File: config.mk
export PLATFORM = sky130hd
export DESIGN_NAME = card_irq_router
export DESIGN_NICKNAME = d
export VERILOG_FILES = /design/src/rtl/card_irq_router.sv
export SDC_FILE = /design/constraint.sdc
export NUM_CORES = 1
export LEC_CHECK = 0
export ABC_AREA = 1
export BUFFER_PORTS_ARGS = -buffer_cell sky130_fd_sc_hd__buf_2
export CAP_MARGIN = 20
export CORE_MARGIN = 2
export CORE_UTILIZATION = 44
export CTS_CLUSTER_DIAMETER = 150
export DETAILED_ROUTE_END_ITERATION = 6
export PLACE_DENSITY = 0.84
export RECOVER_POWER = 100
export SETUP_SLACK_MARGIN = 0.15
export SYNTH_ARGS = -nofsm -noshare
export SYNTH_HDL_FRONTEND = slang
export SYNTH_SLANG_ARGS = --single-unit
File: constraint.sdc
create_clock -name clk -period 2 [get_ports clk]
set_input_delay 0.4 -clock clk [delete_from_list [all_inputs] [get_ports clk]]
set_output_delay 0.4 -clock clk [all_outputs]
set_load 0.02 [all_outputs]
File: src/rtl/card_irq_router.sv
module card_irq_router #(
  parameter int N_SRC     = 13,
  parameter int MASK_IN_W = 16,
  parameter int RX_IDX    = 5,
  parameter int TX_IDX    = 6,
  parameter int CKOFF_IDX = 4
) (
  input  logic                 clk,
  input  logic                 rst_n,
  input  logic [N_SRC-1:0]     evt_set,
  input  logic [N_SRC-1:0]     evt_clr,
  input  logic                 clk_start,
  input  logic                 clk_stop,
  input  logic                 mask_we,
  input  logic [MASK_IN_W-1:0] mask_wdata,
  input  logic                 dma_mode,
  output logic [N_SRC-1:0]     pend,
  output logic [N_SRC-1:0]     mask,
  output logic                 irq,
  output logic                 dma_rx_req,
  output logic                 dma_tx_req
);
  localparam logic [N_SRC-1:0] FIFO_M  = (N_SRC'(1) << RX_IDX) | (N_SRC'(1) << TX_IDX);
  localparam logic [N_SRC-1:0] CKOFF_M = N_SRC'(1) << CKOFF_IDX;

  logic [N_SRC-1:0] set_all, clr_all, eff_mask;
  logic             unused_mask_hi;

  assign set_all  = evt_set | (clk_stop  ? CKOFF_M : '0);
  assign clr_all  = evt_clr | (clk_start ? CKOFF_M : '0);
  assign eff_mask = mask | (dma_mode ? FIFO_M : '0);
  assign unused_mask_hi = ^mask_wdata[MASK_IN_W-1:N_SRC];

  always_ff @(posedge clk) begin
    if (!rst_n) begin
      pend <= '0;
      mask <= '1;
    end else begin
      pend <= (pend & ~clr_all) | set_all;
      if (mask_we) mask <= mask_wdata[N_SRC-1:0];
    end
  end

  always_ff @(posedge clk) begin
    if (!rst_n) begin
      irq        <= 1'b0;
      dma_rx_req <= 1'b0;
      dma_tx_req <= 1'b0;
    end else begin
      irq        <= |(pend & ~eff_mask);
      dma_rx_req <= dma_mode & pend[RX_IDX];
      dma_tx_req <= dma_mode & pend[TX_IDX];
    end
  end
endmodule

==> results of run 1 <==
state kept, by name, indices dropped and copies added (netlist names):
| register | cells |
|---|---|
| mask | 13 |
| irq | 1 |
| dma_tx_req | 1 |
| dma_rx_req | 1 |
| pend | 13 |
routing by layer:
metal | wire [um] | vias to the layer above | global-route usage [%]
met1 | 1070 | 473 | 19.1
met5 | 0 | - | 0
met2 | 1090 | 48 | 27.8
li1 | - | 602 | -
met4 | 46 | 0 | 9.35
met3 | 224 | 7 | 7.26
cell usage after synthesis, drive strengths merged:
cell / instances
dfxtp: 29
inv: 27
nor2: 26
a21oi: 23
nand2: 22
o21ai: 13
buf: 6
nor3: 2
final cells by class:
class | count | share of cell area [%]
Tap cell | 30 | 2.47
Sequential cell | 29 | 38.2
Inverter | 27 | 6.67
Multi-Input combinational cell | 86 | 26.1
Clock inverter | 1 | 0.329
Clock buffer | 7 | 4.28
Timing Repair Buffer | 74 | 21.9
report_power, final:
part	switching (mW)	internal [mW]	total [mW]
Clock	0.192	0.204	0.396
Combinational	0.129	0.0776	0.207
Sequential	0.0222	0.617	0.639
Total	0.343	0.898	1.24
stage by stage:
step	cell area (sq um)	power [mW]	util [%]
finish	1520	1.24	61.3
global route	1520	1.31	61.3
CTS	1560	1.26	62.9
detailed placement	1490	0.873	60.1
global placement	1490	0.868	60.1
floorplan	1150	0.790	-
critical path: stages:
cell and delay, ns:
buf_2 0.10, inv_1 0.04, clkbuf_1 0.98, nor2_1 0.12
worst paths after layout:
check,from,endpoint
max,rst_n,pend[12]
min,evt_set[9],pend[9]
max reg2reg,mask[2],irq
min reg2reg,mask[9],mask[9]
cells by family after synthesis:
group                  share of synthesized area (%)
AOI/OAI and AO/OA                               17.9
and+or+nand+nor                                 16.5
DFF                                             50.4
buffers and inverters                           15.1
==> qor.yml, run 1 <==
outcome:
  status: "finished, final reports clean"
clock_network:
  ctsHoldBuffers: 0
  numClockSinks: 29
  cts-htree-levels: 2
  postCtsSetupBuffers: 0
  cts-buffers-inserted: 5
  clockBufferDepth: 2
  clockRootBuffer: "clkbuf_4"
  clkLatencyLatePin_ns: 0.31
  clkTransAtPathRegs_ns: 0.10
  tritoncts: "built"
  post_cts_resized: 0
placed_design:
  gp_congestion: 0.682
  dp_cells: 246
  io_buffers: 73
  hpwl_mm: 1.85
  preCtsSetupSlack_ns: 0.887
worst_hold_path:
  holdPathStages: 3
  hold_class: "primary input to flip-flop"
floorplan:
  initial_core_util_pct: 46.5
  fp.dieH_um: 55.2
  io_pins: 77
  coreArea_sq_um: 2480
  row_count: 18
  die_area_sq_um: 3040
  die_x_um: 55.2
final_layout:
  multi_input_area_sq_um: 397
  fillCellCount: 250
  layout-drive-gt1-share_pct: 26.3
  nets: 271
  seqCellArea_sq_um: 581
  final_cells: 254
  layout_common_cells: "44 x buf_2, 30 x clkbuf_1, 29 x dfxtp_1, 27 x inv_1, 26 x nor2_1"
  final_common_cell: "buf_2"
  insertedDiodeCount: 0
  area_growth_syn_to_layout_pct: 32.0
worst_setup_path:
  r2r_setup_slack_ns: 0.98
  path_class: "primary input to flip-flop"
  crit_path_end_kind: "flip-flop"
  critPathMaxFanout: 29
  startpoint_type: "primary input"
  worst_ep_arrival_time_ns: 1.64
  reg2reg_depth: 7
  cp_data_required_time_ns: 2.14
timing:
  slew_violations: 0
  rsz0062_at_grt: "false"
  timing.final.ws_setup_ns: 0.505
  min_period_ns: 1.50
  finalSetupViolCount: 0
  fin_skew_ns: 0.0112
  holdWs_ns: 0.287
  hold_viol: 0
  worst_pin_slew_ns: 1.35
  tns_ns: 0
  fmax_mhz: 669
  slew-limit-headroom_pct: 10.1
  post-route-period-util_pct: 74.8
synthesis:
  synth_top_area_share_pct: 50.4
  syn_nets: 196
  netlist_instances: 148
  synth_seq_cells: 29
  syn_area_sq_um: 1150
  synth.top_cells.by_area: "dfxtp_1 50%, inv_1 8.8%, nor2_1 8.5%"
  yosysTopAreaCell: "dfxtp_1"
  ys_types: 11
  avgSynthCellArea_sq_um: 7.78
  seq_area_frac_synth_pct: 50.4
  yosysWarnings: 0
drt:
  avgViaCountPerCell: 4.45
  drt_iter0_markers: 13
  wl_mm: 2.43
  drc: 0
  vias: 1130
  firstDrtPassIters: 4
  ant_nets: 0
  wire_per_inst_um: 9.55
grt:
  grt_pass1_vias: 957
  antenna_found_initial: 0
  grt_max_degree: 30
  grt_util_all_layers_pct: 17.2
  overflow: 0
  grt_pass1_wl_mm: 3.64
flow_run:
  drv_cap: 0
pwr:
  p_leak_nw: 0.825
  power_density_nw_per_um2: 817
  ir_drop_mv: 0.708
Power figures use the tool's default switching activity.
==> run 2: changes to the inputs <==
--- a/config.mk
+++ b/config.mk
@@ -9,10 +9,10 @@
 export BUFFER_PORTS_ARGS = -buffer_cell sky130_fd_sc_hd__buf_2
 export CAP_MARGIN = 20
 export CORE_MARGIN = 2
-export CORE_UTILIZATION = 44
+export CORE_UTILIZATION = 40
 export CTS_CLUSTER_DIAMETER = 150
 export DETAILED_ROUTE_END_ITERATION = 6
-export PLACE_DENSITY = 0.84
+export PLACE_DENSITY = 0.77
 export RECOVER_POWER = 100
 export SETUP_SLACK_MARGIN = 0.15
 export SYNTH_ARGS = -nofsm -noshare
==> constraint.sdc (replaced) <==
create_clock -name clk -period 1.4 [get_ports clk]
set_input_delay 0.28 -clock clk [delete_from_list [all_inputs] [get_ports clk]]
set_output_delay 0.28 -clock clk [all_outputs]
set_load 0.02 [all_outputs]
==> run 2 against run 1 <==
  * Sequential share of layout area increased by 0.45 points
  * Clock-buffer cell count is 1 lower
  * First-iteration DRC count up 69%
  * Hold slack worse by 0.13 ns
  * Die area grew 9.3%
  * Core utilization down 6.4 points
  * Total power up 35%
  * Clock power grew 17%
  * Global-route usage decreased by 1.9 points
  * Worst setup slack got worse by 0.31 ns
  * Clock skew decreased by 0.0044 ns
  * Largest power group unchanged
  * Highest routed layer unchanged
==> qor.yml, run 2 (synthesis gave the netlist of run 1 again) <==
worst_setup_path:
  cp_data_required_time_ns: 1.12
  crit_path_end_kind: "primary output"
  path_class: "flip-flop to primary output"
  timing.rr.end: "irq"
  r2r_setup_slack_ns: 0.45
  critPathMaxFanout: 3
  cp_num_buf_inv: 1
  crit_family: "flip-flops"
  r2r_start: "mask[3]"
  critPathMaxStageDelay_ns: 0.38
  startpoint_type: "flip-flop"
  worst_ep_arrival_time_ns: 0.93
  cpMaxStageDelayCell: "dfxtp_1"
  cp_cell_sequence: "clkbuf_1"
  reg2reg_depth: 7
timing:
  fmax_mhz: 827
  rsz0062_at_grt: "false"
  slew-limit-headroom_pct: 31.3
  hold_viol: 0
  worst_pin_slew_ns: 1.03
  slew_violations: 0
  post-route-period-util_pct: 86.4
  finalSetupViolCount: 0
  min_period_ns: 1.21
  holdWs_ns: 0.156
  tns_ns: 0
  fin_skew_ns: 0.00682
  timing.final.ws_setup_ns: 0.190
worst_hold_path:
  holdPathStages: 3
  hold_class: "primary input to flip-flop"
  holdPathEnd: "pend[10]"
  min_from: "evt_set[10]"
final_layout:
  reg_top3: "mask: 13 flops, pend: 13 flops"
  final_cells: 255
  layout_common_cells: "43 x buf_2, 31 x clkbuf_1, 29 x dfxtp_1, 27 x inv_1, 26 x nor2_1"
  final_cell_area_sq_um: 1500
  final_common_cell: "buf_2"
  nets: 271
  layout-drive-gt1-share_pct: 24.1
  area_growth_syn_to_layout_pct: 30.4
  fin_util_pct: 54.9
  insertedDiodeCount: 0
clock_network:
  clockBufferDepth: 2
  clkLatencyLatePin_ns: 0.32
  cts-htree-levels: 2
  cts-buffers-inserted: 5
  numClockSinks: 29
  clockRootBuffer: "clkbuf_4"
  tritoncts: "built"
  postCtsSetupBuffers: 0
  ctsHoldBuffers: 0
  clkTransAtPathRegs_ns: 0.09
  post_cts_resized: 0
drt:
  wire_per_inst_um: 9.33
  drc: 0
  ant_nets: 0
  firstDrtPassIters: 4
  avgViaCountPerCell: 4.39
  vias: 1120
  wl_mm: 2.38
  drt_iter0_markers: 22
placed_design:
  preCtsSetupSlack_ns: 0.419
  dp_cells: 247
  gp_congestion: 0.727
  place_area_sq_um: 1500
  io_buffers: 73
  hpwl_mm: 1.82
floorplan:
  fp.dieH_um: 57.6
  coreArea_sq_um: 2730
  die_area_sq_um: 3320
  initial_core_util_pct: 42.1
  row_count: 19
  die_x_um: 57.6
  io_pins: 77
grt:
  overflow: 0
  grt_pass1_vias: 980
  grt_util_all_layers_pct: 15.3
  grt_pass1_wl_mm: 3.87
  antenna_found_initial: 0
  grt_max_degree: 30
flow_run:
  drv_cap: 0
pwr:
  ir_drop_mv: 0.933
  power_mw: 1.67
  p_leak_nw: 0.821
  power_density_nw_per_um2: 1110
outcome:
  status: "finished, final reports clean"
run 2: where the power goes:
part | internal (mW) | switching (mW)
registers | 0.881 | 0.0315
logic | 0.113 | 0.182
clock network | 0.191 | 0.272
total | 1.18 | 0.485
run 2: per-layer routing:
layer / wire, um / part of all wire (%) / GRT usage (%)
met4: 44 / 1.9 / 5.98
met2: 1020 / 43 / 23.9
met5: 0 / 0 / 0
met3: 233 / 9.8 / 7.37
met1: 1080 / 46 / 18.3
run 2: layout make-up:
type                       instances  area [sq um]
multi-input combinational         86           382
timing repair buffer              74           348
sequential                        29           581
clock inverter                     2          10.0
tap                               31          38.8
clock buffer                       6          41.3
fill                             308          1230
inverter                          27           101
run 2: tightest hold or removal path: stages:
cell and delay [ns]:
buf_2 0.07, a21oi_1 0.03, nor2_1 0.06
run 2: worst max path at each step:
stage | depth (start not counted) | startpoint | slack, ns | to
global route | 1 | pend[1] | 0.12 | pend[1]
floorplan | 7 | mask[1] | 0.44 | irq
global placement | 3 | mask_we | 0.42 | mask[4]
CTS | 1 | pend[11] | 0.24 | pend[11]
detailed placement | 3 | mask_we | 0.42 | mask[0]
finish | 1 | pend[11] | 0.19 | pend[11]
==> run 3: changes to the inputs <==
--- a/config.mk
+++ b/config.mk
@@ -12,7 +12,7 @@
 export CORE_UTILIZATION = 40
 export CTS_CLUSTER_DIAMETER = 150
 export DETAILED_ROUTE_END_ITERATION = 6
-export PLACE_DENSITY = 0.77
+export PLACE_DENSITY = 0.88
 export RECOVER_POWER = 100
 export SETUP_SLACK_MARGIN = 0.15
 export SYNTH_ARGS = -nofsm -noshare
==> run 3 against run 2 <==
  * Clock-buffer cell count is 1 higher
  * Global-route usage is 0.65 points higher
  * Design area is 0.25% lower
  * Non-clock buffer count stayed put
  * Largest power group unchanged
  * Critical endpoint is now pend[1]
  * Sequential power hardly changed
  * Flip-flop and latch count stayed put
  * Wire length is 0.97% higher
  * Final cell count is 0.39% lower
==> qor.yml, run 3 (synthesis gave the netlist of run 1 again) <==
worst_setup_path:
  cp_data_required_time_ns: 1.12
  critPathMaxStageDelay_ns: 0.37
  startpoint_type: "flip-flop"
  timing.rr.end: "irq"
  r2r_setup_slack_ns: 0.46
  crit_path_end_kind: "primary output"
  cp_num_buf_inv: 1
  critPathMaxFanout: 3
  cpMaxStageDelayCell: "dfxtp_1"
  crit_family: "flip-flops"
  cp_cell_sequence: "clkbuf_1"
  reg2reg_depth: 7
  r2r_start: "mask[7]"
  worst_ep_arrival_time_ns: 0.92
  path_class: "flip-flop to primary output"
pwr:
  ir_drop_mv: 0.754
  p_leak_nw: 0.820
  power_density_nw_per_um2: 1130
  power_mw: 1.70
clock_network:
  clkTransAtPathRegs_ns: 0.08
  clockRootBuffer: "clkbuf_4"
  postCtsSetupBuffers: 0
  cts-htree-levels: 2
  clkLatencyLatePin_ns: 0.31
  numClockSinks: 29
  tritoncts: "built"
  post_cts_resized: 0
  cts-buffers-inserted: 5
  clockBufferDepth: 2
  ctsHoldBuffers: 0
final_layout:
  layout-drive-gt1-share_pct: 22.9
  insertedDiodeCount: 0
  nets: 271
  area_growth_syn_to_layout_pct: 30.1
  reg_top3: "mask: 13 flops, pend: 13 flops"
  final_common_cell: "buf_2"
  layout_common_cells: "43 x buf_2, 31 x clkbuf_1, 29 x dfxtp_1, 27 x inv_1, 26 x nor2_1"
grt:
  overflow: 0
  antenna_found_initial: 0
  grt_max_degree: 30
  grt_pass1_wl_mm: 4.13
  grt_pass1_vias: 1062
  grt_util_all_layers_pct: 16.0
timing:
  rsz0062_at_grt: "false"
  slew-limit-headroom_pct: 29.6
  fin_skew_ns: 0.00170
  worst_pin_slew_ns: 1.06
  tns_ns: 0
  slew_violations: 0
  fmax_mhz: 836
  post-route-period-util_pct: 85.4
  min_period_ns: 1.20
  hold_viol: 0
  finalSetupViolCount: 0
flow_run:
  drv_cap: 0
floorplan:
  initial_core_util_pct: 42.1
  row_count: 19
  io_pins: 77
  die_area_sq_um: 3320
  coreArea_sq_um: 2730
  die_x_um: 57.6
  fp.dieH_um: 57.6
worst_hold_path:
  min_from: "evt_set[0]"
  holdPathStages: 3
  holdPathEnd: "pend[0]"
  hold_class: "primary input to flip-flop"
outcome:
  status: "finished, final reports clean"
placed_design:
  gp_congestion: 0.707
  hpwl_mm: 1.84
  io_buffers: 73
drt:
  drt_iter0_markers: 19
  wire_per_inst_um: 9.45
  ant_nets: 0
  avgViaCountPerCell: 4.44
  wl_mm: 2.40
  drc: 0
  firstDrtPassIters: 4
  vias: 1128
-- run 3: cell count changes in the layout (fill, tap and decap cells not counted), sizes merged --
cell | previous run | this run
clkinv | 2 | 0
clkbuf | 36 | 37
-- run 3: per-layer routing --
| metal | wire length (um) | GRT usage [%] | up-vias |
|---|---|---|---|
| met5 | 0 | 0 | - |
| li1 | - | - | 599 |
| met2 | 1130 | 27.9 | 41 |
| met3 | 178 | 4.24 | 4 |
| met1 | 1060 | 17.7 | 484 |
| met4 | 29 | 8.31 | 0 |
-- run 3: final cells by class --
class,count,area (sq um)
Clock buffer,7,55.1
Inverter,27,101
Multi-Input combinational cell,86,374
Sequential cell,29,581
Tap cell,31,38.8
Timing Repair Buffer,74,348
Fill cell,276,1240
-- run 3: power breakdown --
group | total (mW) | switching (mW) | internal [mW]
logic | 0.296 | 0.183 | 0.113
registers | 0.911 | 0.0298 | 0.881
clock network | 0.491 | 0.254 | 0.237
-- run 3: worst max path at each step --
stage / start / endpoint / depth (start not counted)
after CTS: pend[1] / pend[1] / 1
after global routing: pend[1] / pend[1] / 1
final: pend[1] / pend[1] / 1
after floorplan: mask[1] / irq / 7
after detailed placement: mask_we / mask[1] / 3
after global placement: mask_we / mask[12] / 3
-- run 3: through the flow --
| stage | utilization [%] | worst slack, ns | cells | cell area (sq um) | hold WS [ns] |
|---|---|---|---|---|---|
| after floorplan | - | 0.444 | 148 | 1150 | 0.397 |
| after global placement | 55.0 | 0.417 | 247 | 1500 | 0.443 |
| after detailed placement | 55.0 | 0.401 | 247 | 1500 | 0.453 |
| after CTS | 57.0 | 0.259 | 254 | 1560 | 0.163 |
| after global routing | 54.8 | 0.145 | 254 | 1500 | 0.162 |
| final | 54.8 | 0.205 | 254 | 1500 | 0.172 |
